File: config.mk
export PLATFORM = sky130hd
export DESIGN_NAME = seqmask_settings_bank
export DESIGN_NICKNAME = d
export VERILOG_FILES = /design/src/rtl/msb_pkg.sv /design/src/rtl/msb_stage.sv /design/src/rtl/msb_active.sv /design/src/rtl/msb_sequencer.sv /design/src/rtl/seqmask_settings_bank.sv
export SDC_FILE = /design/constraint.sdc
export NUM_CORES = 2
export LEC_CHECK = 0
export BUFFER_PORTS_ARGS = -buffer_cell sky130_fd_sc_hd__buf_2
export CORE_MARGIN = 3
export CORE_UTILIZATION = 27
export DETAILED_ROUTE_END_ITERATION = 10
export SETUP_SLACK_MARGIN = 0.5
export SLEW_MARGIN = 20
export SYNTH_ARGS = -nofsm -noshare
export SYNTH_HDL_FRONTEND = slang
export SYNTH_SLANG_ARGS = --single-unit
File: constraint.sdc
create_clock -name clk -period 3.92 [get_ports clk]
set_input_delay 0.784 -clock clk [delete_from_list [all_inputs] [get_ports clk]]
set_output_delay 0.784 -clock clk [all_outputs]
set_load 0.05 [all_outputs]
File: src/rtl/msb_pkg.sv
package msb_pkg;

    localparam int DATA_W      = 32;
    localparam int HALF_W      = 16;
    localparam int N_SET_DEF   = 38;
    localparam int SPLIT_DEF   = 32;
    localparam int ADDR_W_DEF  = 9;

    // Register window layout (byte offsets)
    localparam int OFF_CLKSRC  = 4;
    localparam int OFF_HOSTSEQ = 8;
    localparam int OFF_ACK     = 12;
    localparam int OFF_SLOTS   = 16;
    localparam int SLOT_BYTES  = 8;

    localparam logic [DATA_W-1:0] CLK_ENABLE_CODE = 32'h0000_000C;

    typedef enum logic {
        SEQ_IDLE = 1'b0,
        SEQ_WALK = 1'b1
    } seq_state_e;

    typedef struct packed {
        logic [HALF_W-1:0] mask;
        logic [HALF_W-1:0] value;
    } half_t;

    function automatic half_t unpack_half(input logic [DATA_W-1:0] w);
        half_t h;
        h.mask  = w[DATA_W-1:HALF_W];
        h.value = w[HALF_W-1:0];
        return h;
    endfunction

    function automatic logic [HALF_W-1:0] merge_half(input logic [HALF_W-1:0] cur,
                                                     input half_t st);
        return (cur & ~st.mask) | (st.value & st.mask);
    endfunction

endpackage

File: src/rtl/msb_stage.sv
module msb_stage
    import msb_pkg::*;
#(
    parameter int N_SET = N_SET_DEF,
    parameter int IDX_W = 6
) (
    input  logic                    clk,
    input  logic                    rst,
    input  logic                    we,
    input  logic [IDX_W-1:0]        widx,
    input  logic [DATA_W-1:0]       wdata,
    input  logic                    clr_en,
    input  logic [IDX_W-1:0]        clr_idx,
    output half_t [N_SET-1:0]       stage_o
);

    for (genvar s = 0; s < N_SET; s++) begin : g_slot
        always_ff @(posedge clk) begin
            if (rst) begin
                stage_o[s] <= '0;
            end else if (we && widx == IDX_W'(s)) begin
                // host write wins over the walker's clear in the same edge
                stage_o[s] <= unpack_half(wdata);
            end else if (clr_en && clr_idx == IDX_W'(s)) begin
                stage_o[s].mask <= '0;
            end
        end
    end

endmodule

File: src/rtl/msb_active.sv
module msb_active
    import msb_pkg::*;
#(
    parameter int N_SET = N_SET_DEF,
    parameter int IDX_W = 6
) (
    input  logic                          clk,
    input  logic                          rst,
    input  logic                          merge_en,
    input  logic [IDX_W-1:0]              merge_idx,
    input  half_t [N_SET-1:0]             stage_i,
    output logic [N_SET-1:0][HALF_W-1:0]  act_o
);

    for (genvar s = 0; s < N_SET; s++) begin : g_slot
        always_ff @(posedge clk) begin
            if (rst) begin
                act_o[s] <= '0;
            end else if (merge_en && merge_idx == IDX_W'(s)) begin
                act_o[s] <= merge_half(act_o[s], stage_i[s]);
            end
        end
    end

endmodule

File: src/rtl/msb_sequencer.sv
module msb_sequencer
    import msb_pkg::*;
#(
    parameter int N_SET = N_SET_DEF,
    parameter int IDX_W = 6
) (
    input  logic               clk,
    input  logic               rst,
    input  logic               clk_we,
    input  logic               seq_we,
    input  logic [DATA_W-1:0]  wdata,
    output logic [DATA_W-1:0]  clk_src_o,
    output logic [DATA_W-1:0]  host_seq_o,
    output logic [DATA_W-1:0]  ack_o,
    output logic               en_o,
    output logic               busy_o,
    output logic               start_o,
    output logic [IDX_W-1:0]   walk_idx_o
);

    seq_state_e        state;
    logic              pending;
    logic [DATA_W-1:0] target;
    logic              last;

    assign busy_o  = (state == SEQ_WALK);
    assign start_o = (state == SEQ_IDLE) && pending;
    assign last    = (walk_idx_o == IDX_W'(N_SET - 1));

    always_ff @(posedge clk) begin
        if (rst) begin
            state      <= SEQ_IDLE;
            pending    <= 1'b0;
            target     <= '0;
            walk_idx_o <= '0;
            clk_src_o  <= '0;
            host_seq_o <= '0;
            ack_o      <= '0;
            en_o       <= 1'b0;
        end else begin
            if (clk_we) begin
                clk_src_o <= wdata;
                if (wdata == CLK_ENABLE_CODE) begin
                    en_o <= 1'b1;
                end
            end
            if (start_o) begin
                state      <= SEQ_WALK;
                walk_idx_o <= '0;
                target     <= host_seq_o;
                pending    <= 1'b0;
            end
            if (state == SEQ_WALK) begin
                if (last) begin
                    state <= SEQ_IDLE;
                    ack_o <= target;
                end else begin
                    walk_idx_o <= walk_idx_o + IDX_W'(1);
                end
            end
            // a changing sequence write is remembered, even mid-walk
            if (seq_we) begin
                host_seq_o <= wdata;
                if (en_o && wdata != host_seq_o) begin
                    pending <= 1'b1;
                end
            end
        end
    end

endmodule

File: src/rtl/seqmask_settings_bank.sv
module seqmask_settings_bank
    import msb_pkg::*;
#(
    parameter int N_SET  = N_SET_DEF,
    parameter int SPLIT  = SPLIT_DEF,
    parameter int ADDR_W = ADDR_W_DEF
) (
    input  logic                       clk,
    input  logic                       rst,
    input  logic                       wr_en,
    input  logic [ADDR_W-1:0]          wr_addr,
    input  logic [DATA_W-1:0]          wr_data,
    input  logic                       rd_en,
    input  logic [ADDR_W-1:0]          rd_addr,
    output logic [DATA_W-1:0]          rd_data,
    output logic [N_SET*HALF_W-1:0]    settings_o
);

    localparam int IDX_W    = (N_SET > 1) ? $clog2(N_SET) : 1;
    localparam int SLOT_END = OFF_SLOTS + SLOT_BYTES * N_SET;
    localparam int SLOT_AW  = ADDR_W - 3;

    // ---------------- address decode ----------------
    logic               wr_in_slots, rd_in_slots;
    logic [SLOT_AW-1:0] wr_slot_raw, rd_slot_raw;
    logic [IDX_W-1:0]   wr_slot, rd_slot;
    logic               wr_owned, rd_owned;
    logic               stage_we, clk_we, seq_we;

    assign wr_in_slots = (wr_addr[1:0] == 2'b00) && (32'(wr_addr) >= OFF_SLOTS)
                         && (32'(wr_addr) < SLOT_END);
    assign rd_in_slots = (rd_addr[1:0] == 2'b00) && (32'(rd_addr) >= OFF_SLOTS)
                         && (32'(rd_addr) < SLOT_END);
    assign wr_slot_raw = wr_addr[ADDR_W-1:3] - SLOT_AW'(OFF_SLOTS / SLOT_BYTES);
    assign rd_slot_raw = rd_addr[ADDR_W-1:3] - SLOT_AW'(OFF_SLOTS / SLOT_BYTES);
    assign wr_slot     = IDX_W'(wr_slot_raw);
    assign rd_slot     = IDX_W'(rd_slot_raw);
    // low settings live in word B (bit 2 set), high settings in word A
    assign wr_owned    = (wr_addr[2] == (32'(wr_slot) < SPLIT));
    assign rd_owned    = (rd_addr[2] == (32'(rd_slot) < SPLIT));

    assign stage_we = wr_en && wr_in_slots && wr_owned;
    assign clk_we   = wr_en && (wr_addr == ADDR_W'(OFF_CLKSRC));
    assign seq_we   = wr_en && (wr_addr == ADDR_W'(OFF_HOSTSEQ));

    // ---------------- submodules ----------------
    logic [DATA_W-1:0]               clk_src, host_seq, seq_ack;
    logic                            proc_en, busy, commit_start;
    logic [IDX_W-1:0]                walk_idx;
    half_t [N_SET-1:0]               stage;
    logic [N_SET-1:0][HALF_W-1:0]    active;

    msb_sequencer #(.N_SET(N_SET), .IDX_W(IDX_W)) i_seq (
        .clk        (clk),
        .rst        (rst),
        .clk_we     (clk_we),
        .seq_we     (seq_we),
        .wdata      (wr_data),
        .clk_src_o  (clk_src),
        .host_seq_o (host_seq),
        .ack_o      (seq_ack),
        .en_o       (proc_en),
        .busy_o     (busy),
        .start_o    (commit_start),
        .walk_idx_o (walk_idx)
    );

    msb_stage #(.N_SET(N_SET), .IDX_W(IDX_W)) i_stage (
        .clk     (clk),
        .rst     (rst),
        .we      (stage_we),
        .widx    (wr_slot),
        .wdata   (wr_data),
        .clr_en  (busy),
        .clr_idx (walk_idx),
        .stage_o (stage)
    );

    msb_active #(.N_SET(N_SET), .IDX_W(IDX_W)) i_active (
        .clk       (clk),
        .rst       (rst),
        .merge_en  (busy),
        .merge_idx (walk_idx),
        .stage_i   (stage),
        .act_o     (active)
    );

    assign settings_o = active;

    // ---------------- registered read ----------------
    logic [DATA_W-1:0] rd_mux;

    always_comb begin
        rd_mux = '0;
        if (rd_addr == ADDR_W'(OFF_CLKSRC)) begin
            rd_mux = clk_src;
        end else if (rd_addr == ADDR_W'(OFF_HOSTSEQ)) begin
            rd_mux = host_seq;
        end else if (rd_addr == ADDR_W'(OFF_ACK)) begin
            rd_mux = seq_ack;
        end else if (rd_in_slots && rd_owned) begin
            rd_mux = {stage[rd_slot].mask, active[rd_slot]};
        end
    end

    always_ff @(posedge clk) begin
        if (rst) begin
            rd_data <= '0;
        end else if (rd_en) begin
            rd_data <= rd_mux;
        end
    end

endmodule

* After elaboration in Yosys (flattened, before gate mapping)
Index checks and enable logic that the tools add are counted. W data, S select, Z words.
Operators by class: add/sub/neg operators 3, $mul 0, div/mod/pow operators 0, magnitude comparators 7, equality and inequality tests 83, shift operators 0, multiplexer cells 93, bitwise logic cells 153, reduce and logical (&&, ||, !) cells 131
Operator list (count):
- $mux W16 | 77
- $and A16 B16 Y16 | 76
- $not A16 Y16 | 38
- $or A16 B16 Y16 | 38
- $bmux W32 S6 | 1
- $eq A6 B5 Y1 const B | 32
- $mux W32 | 5
- $bmux W16 S6 | 1
- $eq A6 B4 Y1 const B | 16
- $logic_and A1 B1 Y1 | 87
- $reduce_bool A2 Y1 | 38
- $eq A6 B6 Y1 const B | 12
- $eq A6 B3 Y1 const B | 8
- $eq A32 B4 Y1 const B | 1
- $ne A32 B32 Y1 | 1
- $eq A9 B4 Y1 const B | 3
- $eq A6 B2 Y1 const B | 4
- $eq A9 B3 Y1 const B | 2
- $ge A9 B5 Y1 const B | 2
- $lt A9 B9 Y1 const B | 2
- $mux W6 | 3
- $eq A6 B1 Y1 const B | 2
- $logic_not A6 Y1 | 2
- $lt A6 B6 Y1 const B | 2
- 8 further kinds | 17
Storage, ports and cells: bits in registers 1993, latch bits 0, RAM bits 0, bits in read-only memories 0, bits of input ports 54, output and inout bits 640, memories kept 0

* Depth between registers and ports, before layout
word-level depth 8, mapped depth 13, depth with buffers taken out 8

* Modules after synthesis
A second synthesis with hierarchy kept.
Unflattened totals: cell total of the unflattened synthesis 10275, area total of the unflattened synthesis 90910.9 um2
By module, submodules not included:
- msb_stage | times used 1, cells each 5076, area an instance 44700.4 um2
- msb_active | times used 1, cells each 3428, area an instance 28075.7 um2
- seqmask_settings_bank | times used 1, cells each 1177, area an instance 12829.8 um2
- msb_sequencer | times used 1, cells each 594, area an instance 5305.1 um2

* Worst setup path before layout
OpenSTA, ideal clock, no wires.
kind input-to-reg, start point in rd_addr[4], end point reg rd_data[16], data arrival time 3175 ps, required time 3763 ps, path slack 588 ps, stages 10, cells stage by stage buf_4 > buf_4 > inv_2 > ha_1 > xor2_1 > clkbuf_1 > mux4_2 > or2_0 > a221oi_2 > a2111oi_2
Between the ends: cells in the longest elaborated chain, start to end 8, elaborated cells on any way between the ends 17, classes of those cells add/sub (1); order compare (3); eq/ne (4); mux (6); reduce/logical (3)
RTL lines:
- start, declared | line seqmask_settings_bank.sv:14 | input logic [ADDR_W-1:0] rd_addr,
- parallel branches: the longest is 7 deep, another holds $sub A6 B2 Y6
- $mux W32 (*) | line seqmask_settings_bank.sv:95 | if (rd_addr == ADDR_W'(OFF_CLKSRC)) begin
- end signal, assigned | line seqmask_settings_bank.sv:110 | rd_data <= rd_mux;
- end, declared | line seqmask_settings_bank.sv:15 | output logic [DATA_W-1:0] rd_data,
Every way passes the cells marked *. The select of a mux whose other input is x is not followed. A chain may end at the register's enable or synchronous reset.

* Final worst setup path
start point in rd_addr[5], end point reg rd_data[21]
The elaborated chain is that of the path after synthesis.

==> flow_summary_export.csv <==
group,metric,value,unit
status,status,"complete, no violations",
power,power.leakage,39.7,nW
sta,final.period_utilization,85.2,%
sta,setup_viol,0,
clocking,cts_tree,"done",
placement,dp_hpwl,299000,um
clocking,path_clk_slew,0.06,ns
sta,layout_setup_ws,0.579,ns
worst_hold_path,whs_endpoint,"i_stage.stage_o[1183]$_SDFFE_PP0P_",
synth,ys_top_cells_by_area,"dfxtp_1, mux2i_1, mux4_2",
floorplanning,io-pin-count,694,
sta,report.final.slew_viol_count,0,
synth,yosysTopAreaCell,"dfxtp_1",
synth,syn-cell-area,0.0834,mm^2
sta,worst_pin_slew,1.15,ns
run,maxCapViolations,0,
setup_path,reg2reg_depth,6,
clocking,root_buffer,"clkbuf_16",
synth,ys.flop_type,"dfxtp_1",
setup_path,r2r_start,"i_seq.walk_idx_o[2]$_SDFF_PP0_",
floorplanning,die_y,562,um
final_layout,nFillCells,31829,
setup_path,critPathKind,"in2reg",
final_layout,nNetsFinal,9425,
setup_path,end_kind,"flop",
route,drc_errors,0,
synth,syn_inst,8950,
sta,clock_skew,0.139,ns
setup_path,cp-start-kind,"primary input",
clocking,post_cts_buffers,0,
route,drt-vias-per-instance,5.45,
power,peakVddDrop,0.468,mV
route,wl_per_cell,30.0,um
clocking,cts.path.max_buffers,4,
sta,finalCriticalPeriod,3.34,ns
synth,syn-num-nets,9014,
placement,preCtsSetupSlack,-0.195,ns
synth,yosysMostFrequentCell,"dfxtp_1",
global_routing,grt-ovfl-total,0,
global_routing,grt_pass1_wl,554000,um
clocking,cts_sinks,1993,
route,routed_wl,410000,um
worst_hold_path,hp-class,"in2reg",
synth,synth.distinct_cells,68,
final_layout,final_area,0.0998,mm^2
floorplanning,die_w,562,um
global_routing,grt_pass1_vias,66032,
worst_hold_path,worstHoldStart,"wr_data[31]",
power,p_per_area,445,mW/mm^2
setup_path,r2r_setup_slack,0.85,ns
setup_path,critPathArrivalTime,4.07,ns
final_layout,final_layout_size_suffix_gt1_share,19.3,%
placement,io_buffers,693,
sta,relSlewSlack,21.5,%
synth,async_flop_share,0,%
placement,gp_congestion,0.987,
final_layout,final_cells,13662,
clocking,cts_buffers,217,
route,ant_nets,0,
route,drtPass1Iterations,8,
synth,ys_seq_area_share,47.8,%
synth,synth-seq-cells,1993,
sta,fmaxAchievable,299,MHz
setup_path,worstPathMaxFanout,28,
floorplanning,rows,203,
synth,synthDominantCellAreaShare,47.8,%
synth,yosys_warnings,0,
synth,avgSynthCellArea,9.32,um^2
clocking,insertion_delay,0.97,ns
worst_hold_path,whs_path_depth,3,
clocking,cts_resized,0,
floorplanning,dieArea,0.316,mm^2
synth,synth_edf_count,0,
placement,dpl-instance-area,0.0924,mm^2
placement,dp_cells,13241,
route,drt_iter0_drc,10469,
setup_path,worstReg2RegEnd,"i_seq.ack_o[24]$_SDFFE_PP0P_",
global_routing,grt_max_degree,227,
global_routing,grt_usage,24.7,%
sta,finalHoldViolCount,0,
clocking,cts.hold.buffers_added,0,
synth,synth_commonest_cells,"dfxtp_1, nand2_1, o21ai_1",
global_routing,antenna_found_initial,86,
floorplanning,core,0.307,mm^2
sta,rsz0062_at_grt,"false",
setup_path,cp.required,4.65,ns
floorplanning,start_util,27.2,%
route,vias,74404,
final_layout,syn_to_final_growth,19.7,%
clocking,h-tree-depth,4,
-- placed cells by master, fill, tap and decap left out, types with 15 or more instances in the layout --
| cell type | count |
|---|---|
| dfxtp_1 | 1993 |
| nand2_1 | 1213 |
| o21ai_1 | 924 |
| mux2i_1 | 772 |
| nor2_1 | 762 |
| buf_2 | 689 |
| nand3_1 | 622 |
| nand3b_1 | 482 |
| a21oi_1 | 359 |
| buf_4 | 264 |
| mux4_2 | 258 |
| clkbuf_16 | 218 |
| o21ai_0 | 134 |
| mux2_2 | 60 |
| a2bb2oi_1 | 56 |
| clkbuf_8 | 55 |
| buf_12 | 53 |
| clkbuf_1 | 46 |
| a221oi_1 | 41 |
| xor2_1 | 34 |
| nand2b_2 | 33 |
| clkinv_2 | 32 |
| diode_2 | 31 |
| a221o_1 | 31 |
| o21a_1 | 31 |
| o22ai_1 | 29 |
| o2111ai_4 | 28 |
| or2_0 | 28 |
| nor2_2 | 23 |
| a221oi_2 | 21 |
| a2111oi_2 | 21 |
| nor3_2 | 19 |
| nor4_1 | 17 |
| bufinv_16 | 17 |
| nor3_1 | 15 |
-- power breakdown --
| group | internal [W] | leakage [nW] | switching, W | total, W |
|---|---|---|---|---|
| registers | 0.0203 | 16.0 | 0.0000475 | 0.0203 |
| logic | 0.000698 | 20.1 | 0.00188 | 0.00258 |
| clock network | 0.0124 | 3.62 | 0.00907 | 0.0215 |
| total | 0.0334 | 39.7 | 0.0110 | 0.0444 |
-- critical path, stage by stage --
cell and delay [ns]:
buf_2 0.24, inv_1 0.15, ha_4 0.42, buf_12 0.26, nor2_4 0.13, buf_4 0.25
a221o_1 0.38, a221oi_1 0.91, a221oi_2 0.24, a2111oi_2 0.26
-- worst max-delay path by stage --
stage          startpoint                  endpoint  slack (ns)
2_1_floorplan  rd_addr[4]  rd_data[16]$_SDFFE_PP0P_        0.59
3_3_place_gp   rd_addr[4]  rd_data[30]$_SDFFE_PP0P_       -0.44
3_5_place_dp   rd_addr[5]  rd_data[21]$_SDFFE_PP0P_       -0.19
4_1_cts        rd_addr[5]  rd_data[21]$_SDFFE_PP0P_        0.70
5_1_grt        rd_addr[5]  rd_data[31]$_SDFFE_PP0P_        0.70
6_report       rd_addr[5]  rd_data[21]$_SDFFE_PP0P_        0.58
-- area by class of cell --
| cell class | instances | area (um^2) | share of cell area [%] |
|---|---|---|---|
| diodes | 31 | 77.6 | 0.0777 |
| flip-flops and latches | 1993 | 39900 | 40.0 |
| clock inverters | 70 | 1010 | 1.01 |
| clock buffers | 319 | 6380 | 6.40 |
| multi-input cells | 6125 | 40700 | 40.8 |
| inverters | 15 | 56.3 | 0.0564 |
| repair buffers | 1009 | 6540 | 6.55 |
| well taps | 4100 | 5130 | 5.14 |
-- through the flow --
step | util, % | hold WS [ns] | power, W | setup TNS (ns)
after floorplan | - | 0.432 | 0.0221 | 0
after global placement | 30.1 | 0.437 | 0.0233 | -0.735
after detailed placement | 30.1 | 0.443 | 0.0233 | -0.351
after CTS | 32.5 | 0.248 | 0.0445 | 0
after global routing | 32.6 | 0.295 | 0.0454 | 0
final | 32.6 | 0.316 | 0.0444 | 0
-- layer usage --
metal | track usage [%] | vias up | share of wire (%)
met5 | 0 | - | 0.026
met4 | 17.6 | 14 | 8.4
met3 | 7.73 | 864 | 12
met2 | 34.2 | 4563 | 40
met1 | 32.1 | 36523 | 40
li1 | - | 32440 | -
-- cells by family (layout without fill, tap and decap cells) --
family | Yosys count | in the layout | share of synthesized area, %
buffers and inverters | 832 | 1413 | 4.13
AO/OA/AOI/OAI | 1710 | 1710 | 12.0
XOR/XNOR | 42 | 42 | 0.450
adder cells (fa/ha/maj) | 10 | 10 | 0.150
other | 0 | 31 | 0
AND/OR/NAND/NOR | 3273 | 3273 | 18.4
flip-flops | 1993 | 1993 | 47.8
multiplexers | 1090 | 1090 | 17.0
No activity file was read; power rests on OpenSTA's default activity.
